<file path="src/rtl/xfer_seq_pkg.sv">
package xfer_seq_pkg;
  typedef logic [1:0] xfer_mode_t;
  localparam xfer_mode_t MODE_SINGLE = 2'b11;

  function automatic logic is_block(input xfer_mode_t m);
    return m != MODE_SINGLE;
  endfunction
endpackage

</file>
<file path="src/rtl/xs_ctrl.sv">
module xs_ctrl
  import xfer_seq_pkg::*;
(
  input  logic       clk,
  input  logic       rst,
  input  logic       wr_ctrl,
  input  logic [2:0] ctrl_bits,
  output logic       en_q,
  output xfer_mode_t mode_q
);
  always_ff @(posedge clk) begin
    if (rst) begin
      en_q   <= 1'b0;
      mode_q <= '0;
    end else if (wr_ctrl) begin
      en_q   <= ctrl_bits[0];
      mode_q <= ctrl_bits[2:1];
    end
  end

  a_r2_ctrl_load: assert property (@(posedge clk) disable iff (rst)
    wr_ctrl |=> (en_q == $past(ctrl_bits[0])) && (mode_q == $past(ctrl_bits[2:1])));
endmodule

</file>
<file path="src/rtl/xs_counter.sv">
module xs_counter
  import xfer_seq_pkg::*;
#(
  parameter int CNT_W = 32
) (
  input  logic             clk,
  input  logic             rst,
  input  logic             wr_cnt,
  input  logic [CNT_W-1:0] wr_data,
  input  logic             en_q,
  input  logic             done_q,
  input  xfer_mode_t       mode_q,
  input  logic             completed,
  output logic [CNT_W-1:0] cnt_q,
  output logic             cnt_zero,
  output logic             cnt_one
);
  localparam logic [CNT_W-1:0] ONE = {{(CNT_W-1){1'b0}}, 1'b1};

  logic wr_ok;
  assign wr_ok    = wr_cnt && ((!en_q && done_q) || !is_block(mode_q));
  assign cnt_zero = (cnt_q == '0);
  assign cnt_one  = (cnt_q == ONE);

  always_ff @(posedge clk) begin
    if (rst)
      cnt_q <= '0;
    else if (wr_ok)
      cnt_q <= wr_data;
    else if (completed && is_block(mode_q))
      cnt_q <= cnt_q - ONE;
  end

  a_r4_decrement: assert property (@(posedge clk) disable iff (rst)
    (completed && is_block(mode_q) && !wr_cnt) |=> cnt_q == $past(cnt_q) - ONE);
  a_r7_single_keeps: assert property (@(posedge clk) disable iff (rst)
    (!is_block(mode_q) && !wr_cnt) |=> $stable(cnt_q));
  a_r8_locked: assert property (@(posedge clk) disable iff (rst)
    (wr_cnt && en_q && !done_q && is_block(mode_q) && !completed) |=> $stable(cnt_q));
endmodule

</file>
<file path="src/rtl/xs_engine.sv">
module xs_engine
  import xfer_seq_pkg::*;
(
  input  logic       clk,
  input  logic       rst,
  input  logic       start,
  input  logic       stop,
  input  logic       new_block,
  input  logic       en_q,
  input  xfer_mode_t mode_q,
  input  logic       cnt_zero,
  input  logic       cnt_one,
  input  logic       dreq,
  input  logic       xfer_done,
  output logic       req_q,
  output logic       done_q,
  output logic       completed
);
  logic last;
  assign completed = req_q && xfer_done;
  assign last      = is_block(mode_q) && cnt_one;

  always_ff @(posedge clk) begin
    if (rst) begin
      req_q  <= 1'b0;
      done_q <= 1'b1;
    end else if (start) begin
      done_q <= new_block && cnt_zero;
      req_q  <= new_block && !cnt_zero;
    end else if (completed) begin
      req_q <= 1'b0;
      if (stop || !en_q || last) done_q <= 1'b1;
    end else if (stop) begin
      if (!req_q) done_q <= 1'b1;
    end else if (en_q && !done_q && !req_q) begin
      if (is_block(mode_q)) req_q <= !cnt_zero;
      else                  req_q <= dreq;
    end
  end

  a_r3_req_hold: assert property (@(posedge clk) disable iff (rst)
    (req_q && !xfer_done) |=> req_q);
  a_r10_exclusive: assert property (@(posedge clk) disable iff (rst)
    !(req_q && done_q));
  a_r5_idle_quiet: assert property (@(posedge clk) disable iff (rst)
    (done_q && !start) |=> !req_q);
  a_r9_stop_after_xfer: assert property (@(posedge clk) disable iff (rst)
    (completed && !en_q) |=> done_q);
endmodule

</file>
<file path="src/rtl/xfer_sequencer.sv">
module xfer_sequencer
  import xfer_seq_pkg::*;
#(
  parameter int CNT_W = 32
) (
  input  logic             clk,
  input  logic             rst,
  input  logic             wr_en_i,
  input  logic             wr_sel_i,
  input  logic [CNT_W-1:0] wr_data_i,
  input  logic             dreq_i,
  input  logic             xfer_done_i,
  output logic             xfer_req_o,
  output logic             done_o,
  output logic             enable_o,
  output logic [1:0]       mode_o,
  output logic [CNT_W-1:0] count_o
);
  logic       wr_ctrl, wr_cnt, en_q, done_q, req_q, completed;
  logic       cnt_zero, cnt_one, start, stop;
  xfer_mode_t mode_q;

  assign wr_ctrl = wr_en_i && !wr_sel_i;
  assign wr_cnt  = wr_en_i && wr_sel_i;
  assign start   = wr_ctrl && wr_data_i[0] && done_q;
  assign stop    = wr_ctrl && !wr_data_i[0] && !done_q;

  xs_ctrl u_ctrl (
    .clk(clk), .rst(rst), .wr_ctrl(wr_ctrl), .ctrl_bits(wr_data_i[2:0]),
    .en_q(en_q), .mode_q(mode_q)
  );

  xs_counter #(.CNT_W(CNT_W)) u_cnt (
    .clk(clk), .rst(rst), .wr_cnt(wr_cnt), .wr_data(wr_data_i),
    .en_q(en_q), .done_q(done_q), .mode_q(mode_q), .completed(completed),
    .cnt_q(count_o), .cnt_zero(cnt_zero), .cnt_one(cnt_one)
  );

  xs_engine u_eng (
    .clk(clk), .rst(rst), .start(start), .stop(stop),
    .new_block(is_block(wr_data_i[2:1])), .en_q(en_q), .mode_q(mode_q),
    .cnt_zero(cnt_zero), .cnt_one(cnt_one), .dreq(dreq_i),
    .xfer_done(xfer_done_i), .req_q(req_q), .done_q(done_q),
    .completed(completed)
  );

  assign xfer_req_o = req_q;
  assign done_o     = done_q;
  assign enable_o   = en_q;
  assign mode_o     = mode_q;
endmodule

</file>
<file path="config.mk">
export PLATFORM = sky130hd
export DESIGN_NAME = xfer_sequencer
export DESIGN_NICKNAME = d
export VERILOG_FILES = /design/src/rtl/xfer_seq_pkg.sv /design/src/rtl/xs_ctrl.sv /design/src/rtl/xs_counter.sv /design/src/rtl/xs_engine.sv /design/src/rtl/xfer_sequencer.sv
export SDC_FILE = /design/constraint.sdc
export NUM_CORES = 1
export LEC_CHECK = 0
export ABC_AREA = 1
export BUFFER_PORTS_ARGS = -buffer_cell sky130_fd_sc_hd__buf_2
export CAP_MARGIN = 15
export CORE_ASPECT_RATIO = 0.7
export CORE_UTILIZATION = 39
export DETAILED_ROUTE_END_ITERATION = 7
export PLACE_DENSITY = 0.6
export SETUP_SLACK_MARGIN = 0.2
export SYNTH_ARGS = -nofsm -noshare
export SYNTH_HDL_FRONTEND = slang
export SYNTH_SLANG_ARGS = --single-unit
export TNS_END_PERCENT = 100
</file>
<file path="constraint.sdc">
create_clock -name clk -period 4.1 [get_ports clk]
set_clock_uncertainty 0.05 [all_clocks]
set_input_delay 0.615 -clock clk [delete_from_list [all_inputs] [get_ports clk]]
set_output_delay 0.615 -clock clk [all_outputs]
set_load 0.02 [all_outputs]
</file>
==> results by group <==
Outcome
  – Outcome: complete, no violations

Finish
  – Fill count: 754
  – Most common cell after layout, fill and taps aside: nand2_1
  – Area Growth Syn to Fin: 18.1%
  – Nets@finish: 574
  – ANT cells: 0
  – Final Util: 0.482
  – Most frequent cells in the layout: nand2_1, nor2_1, buf_2, inv_1, nand3_1
  – Share of layout cells above drive strength 1: 0.228
  – Post-Layout Cell Count: 629

Clocking
  – Post-CTS Resized: 0
  – Num CTS Buffers: 5
  – Hold Buf Count CTS: 0
  – Clock sink count: 37
  – CTS tree: built
  – Skew-Pair Late Insertion Delay: 0.29 ns
  – Clock Root Buffer: clkbuf_8
  – Reg clk slew, reported paths: 0.08 ns
  – Post-CTS Setup Bufs: 0
  – Clk buf depth: 2
  – H-tree depth: 2

Setup path
  – Critical path arrival: 2.01 ns
  – Startpoint Class: primary input
  – CP Cell Sequence: buf_2, nand2_1, inv_2, nand2_2, nand2_4, inv_2, nor2_1, a22oi_1, a21oi_1
  – CP max stage cell: inv_2
  – Crit path max fanout: 26
  – Worst endpoint required time: 4.20 ns
  – Critical Path End Type: register
  – Top cell by count, worst path: inv_2
  – CP peak stage delay: 0.34 ns
  – Critical path class: in -> reg

GRT
  – Total track usage: 0.248
  – GRT overflow: 0
  – Pin count of the biggest net entering global routing: 45
  – Vias in the first global route: 2900
  – Initial antenna violation count: 0
  – Global-route wire length before repair: 14300 µm

Floorplan
  – Core Region: 6850 µm²
  – Initial core utilization: 0.408
  – Placement row count: 25
  – Die width: 103 µm
  – Die area: 7510 µm²
  – # IOs: 75
  – Vert. Die Dim: 72.8 µm

STA
  – Achievable clock frequency: 524 MHz
  – Finish-stage setup viols: 0
  – Final Hold Viols: 0
  – Worst slew margin: 0.605
  – Least-Margin Pin Slew: 0.592 ns
  – RSZ-0062 raised after global routing: false
  – Period utilization: 0.466
  – Setup_tns: 0 ns
  – Period minus WS final: 1.91 ns
  – Slew Viols, Final: 0

Synthesis
  – Post-Syn Area: 2800 µm²
  – Post-Syn Instances: 468
  – Distinct cells, synth: 34
  – Seq/Total Area, Yosys: 0.265
  – Syn Nets: 508
  – Syn_area_per_cell: 5.97 µm²
  – Synth warn: 0
  – Synthesis-stage register bit count: 37

Drt
  – Drt pass-1 iters: 5
  – Vias: 3155
  – Final ANT Viol Nets: 0
  – WL per Instance: 13.8 µm
  – Vias per inst: 5.02
  – DRT iter0 DRCs: 191
  – Routed WL: 8700 µm
  – Post-route DRC: 0

Flow run
  – Maxcap violations: 0

Power and ir drop
  – Max rail drop VDD: 0.180 mV
  – PwrDens: 441 nW/µm²
  – Overall power: 1.45 mW
  – Leak Pwr: 1.71 nW

Placed design
  – Final HPWL DP: 6600 µm
  – Port Buffers: 74
  – Placed instance count: 621
  – GPL Wtd Cong: 0.901

Hold path
  – HP Class: reg -> reg
-- synthesized netlist by cell type --
cell | count | area [µm²]
buf_2 | 6 | 30.0
nor2_8 | 1 | 20.0
o22ai_1 | 3 | 18.8
xnor2_1 | 2 | 17.5
nor2_4 | 4 | 45.0
buf_1 | 1 | 3.75
buf_4 | 4 | 30.0
nand2_1 | 114 | 428
nor2_1 | 76 | 285
nand2_2 | 10 | 62.6
nand3_1 | 39 | 195
nand3b_1 | 2 | 15.0
inv_2 | 7 | 26.3
o211ai_2 | 1 | 12.5
o211ai_1 | 6 | 45.0
a22oi_1 | 1 | 7.51
nor2_2 | 8 | 50.1
a21oi_2 | 3 | 26.3
o21bai_1 | 3 | 22.5
a31oi_1 | 7 | 43.8
a21oi_1 | 21 | 105
o21ai_1 | 2 | 10.0
o21ai_0 | 30 | 150
nor3_1 | 3 | 15.0
clkbuf_1 | 4 | 15.0
a221oi_1 | 1 | 8.76
buf_6 | 1 | 11.3
xor2_1 | 4 | 35.0
nand4_1 | 6 | 37.5
dfxtp_1 | 37 | 741
ha_1 | 2 | 25.0
inv_1 | 54 | 203
nand2_4 | 3 | 33.8
nand3_2 | 2 | 20.0
-- through the flow --
stage	hold slack [ns]	setup slack, ns	cell area, µm²
after detailed placement	0.424	1.92	3200
after floorplan	0.500	2.48	2800
final	0.434	2.19	3300
after global routing	0.470	2.09	3300
after global placement	0.425	1.97	3200
after CTS	0.434	2.23	3300
-- power by group --
group,switching [mW],total (mW),internal [mW],leakage (nW)
registers,0.0549,0.452,0.397,0.303
logic,0.482,0.706,0.224,1.35
clock network,0.145,0.297,0.152,0.0542
-- cells by family (layout without fill, tap and decap cells) --
kind of cell               Yosys count  count (layout)  share of synthesized area
adders and majority gates            2               2                    0.00895
DFF                                 37              37                      0.265
AOI/OAI and AO/OA                   78              78                      0.161
and+or+nand+nor                    268             268                      0.432
buffers and inverters               77             144                      0.114
xor gates and xnor gates             6               6                     0.0188
-- layer usage --
layer,vias to the layer above,global-route usage,share of wire
li1,1631,-,-
met1,1402,0.386,0.53
met2,115,0.351,0.39
met3,7,0.0479,0.071
met4,0,0.0438,0.0060
met5,-,0,0
-- layout make-up --
type	instances	area [µm²]	share of cell area
clock buffer	7	96.3	0.0292
clock inverter	1	5.00	0.00152
inverter	61	229	0.0693
multi-input combinational	354	1740	0.526
sequential	37	741	0.224
tap	94	118	0.0356
timing repair buffer	75	378	0.114
-- path summary, 6_finish.rpt --
path	startpoint	to	slack (ns)	cells after the start
max	xfer_done_i	u_cnt.cnt_q[23]	2.19	9
min	u_ctrl.en_q	u_ctrl.en_q	0.43	2
max reg2reg	u_ctrl.mode_q[0]	u_cnt.cnt_q[23]	2.22	7
min reg2reg	u_ctrl.en_q	u_ctrl.en_q	0.43	2
-- critical path, delay by kind of cell --
kind / cells / cell delay, ns
AND/OR/NAND/NOR: 4 / 0.65
AO/OA/AOI/OAI: 2 / 0.25
buffers and inverters: 3 / 0.48
-- registers in the layout (all words and copies together), names as in the netlist --
| name | cells |
|---|---|
| u_ctrl.en_q | 1 |
| u_eng.req_q | 1 |
| u_eng.done_q | 1 |
| u_cnt.cnt_q | 32 |
| u_ctrl.mode_q | 2 |
Note: power is estimated with default switching activity, not from simulation.
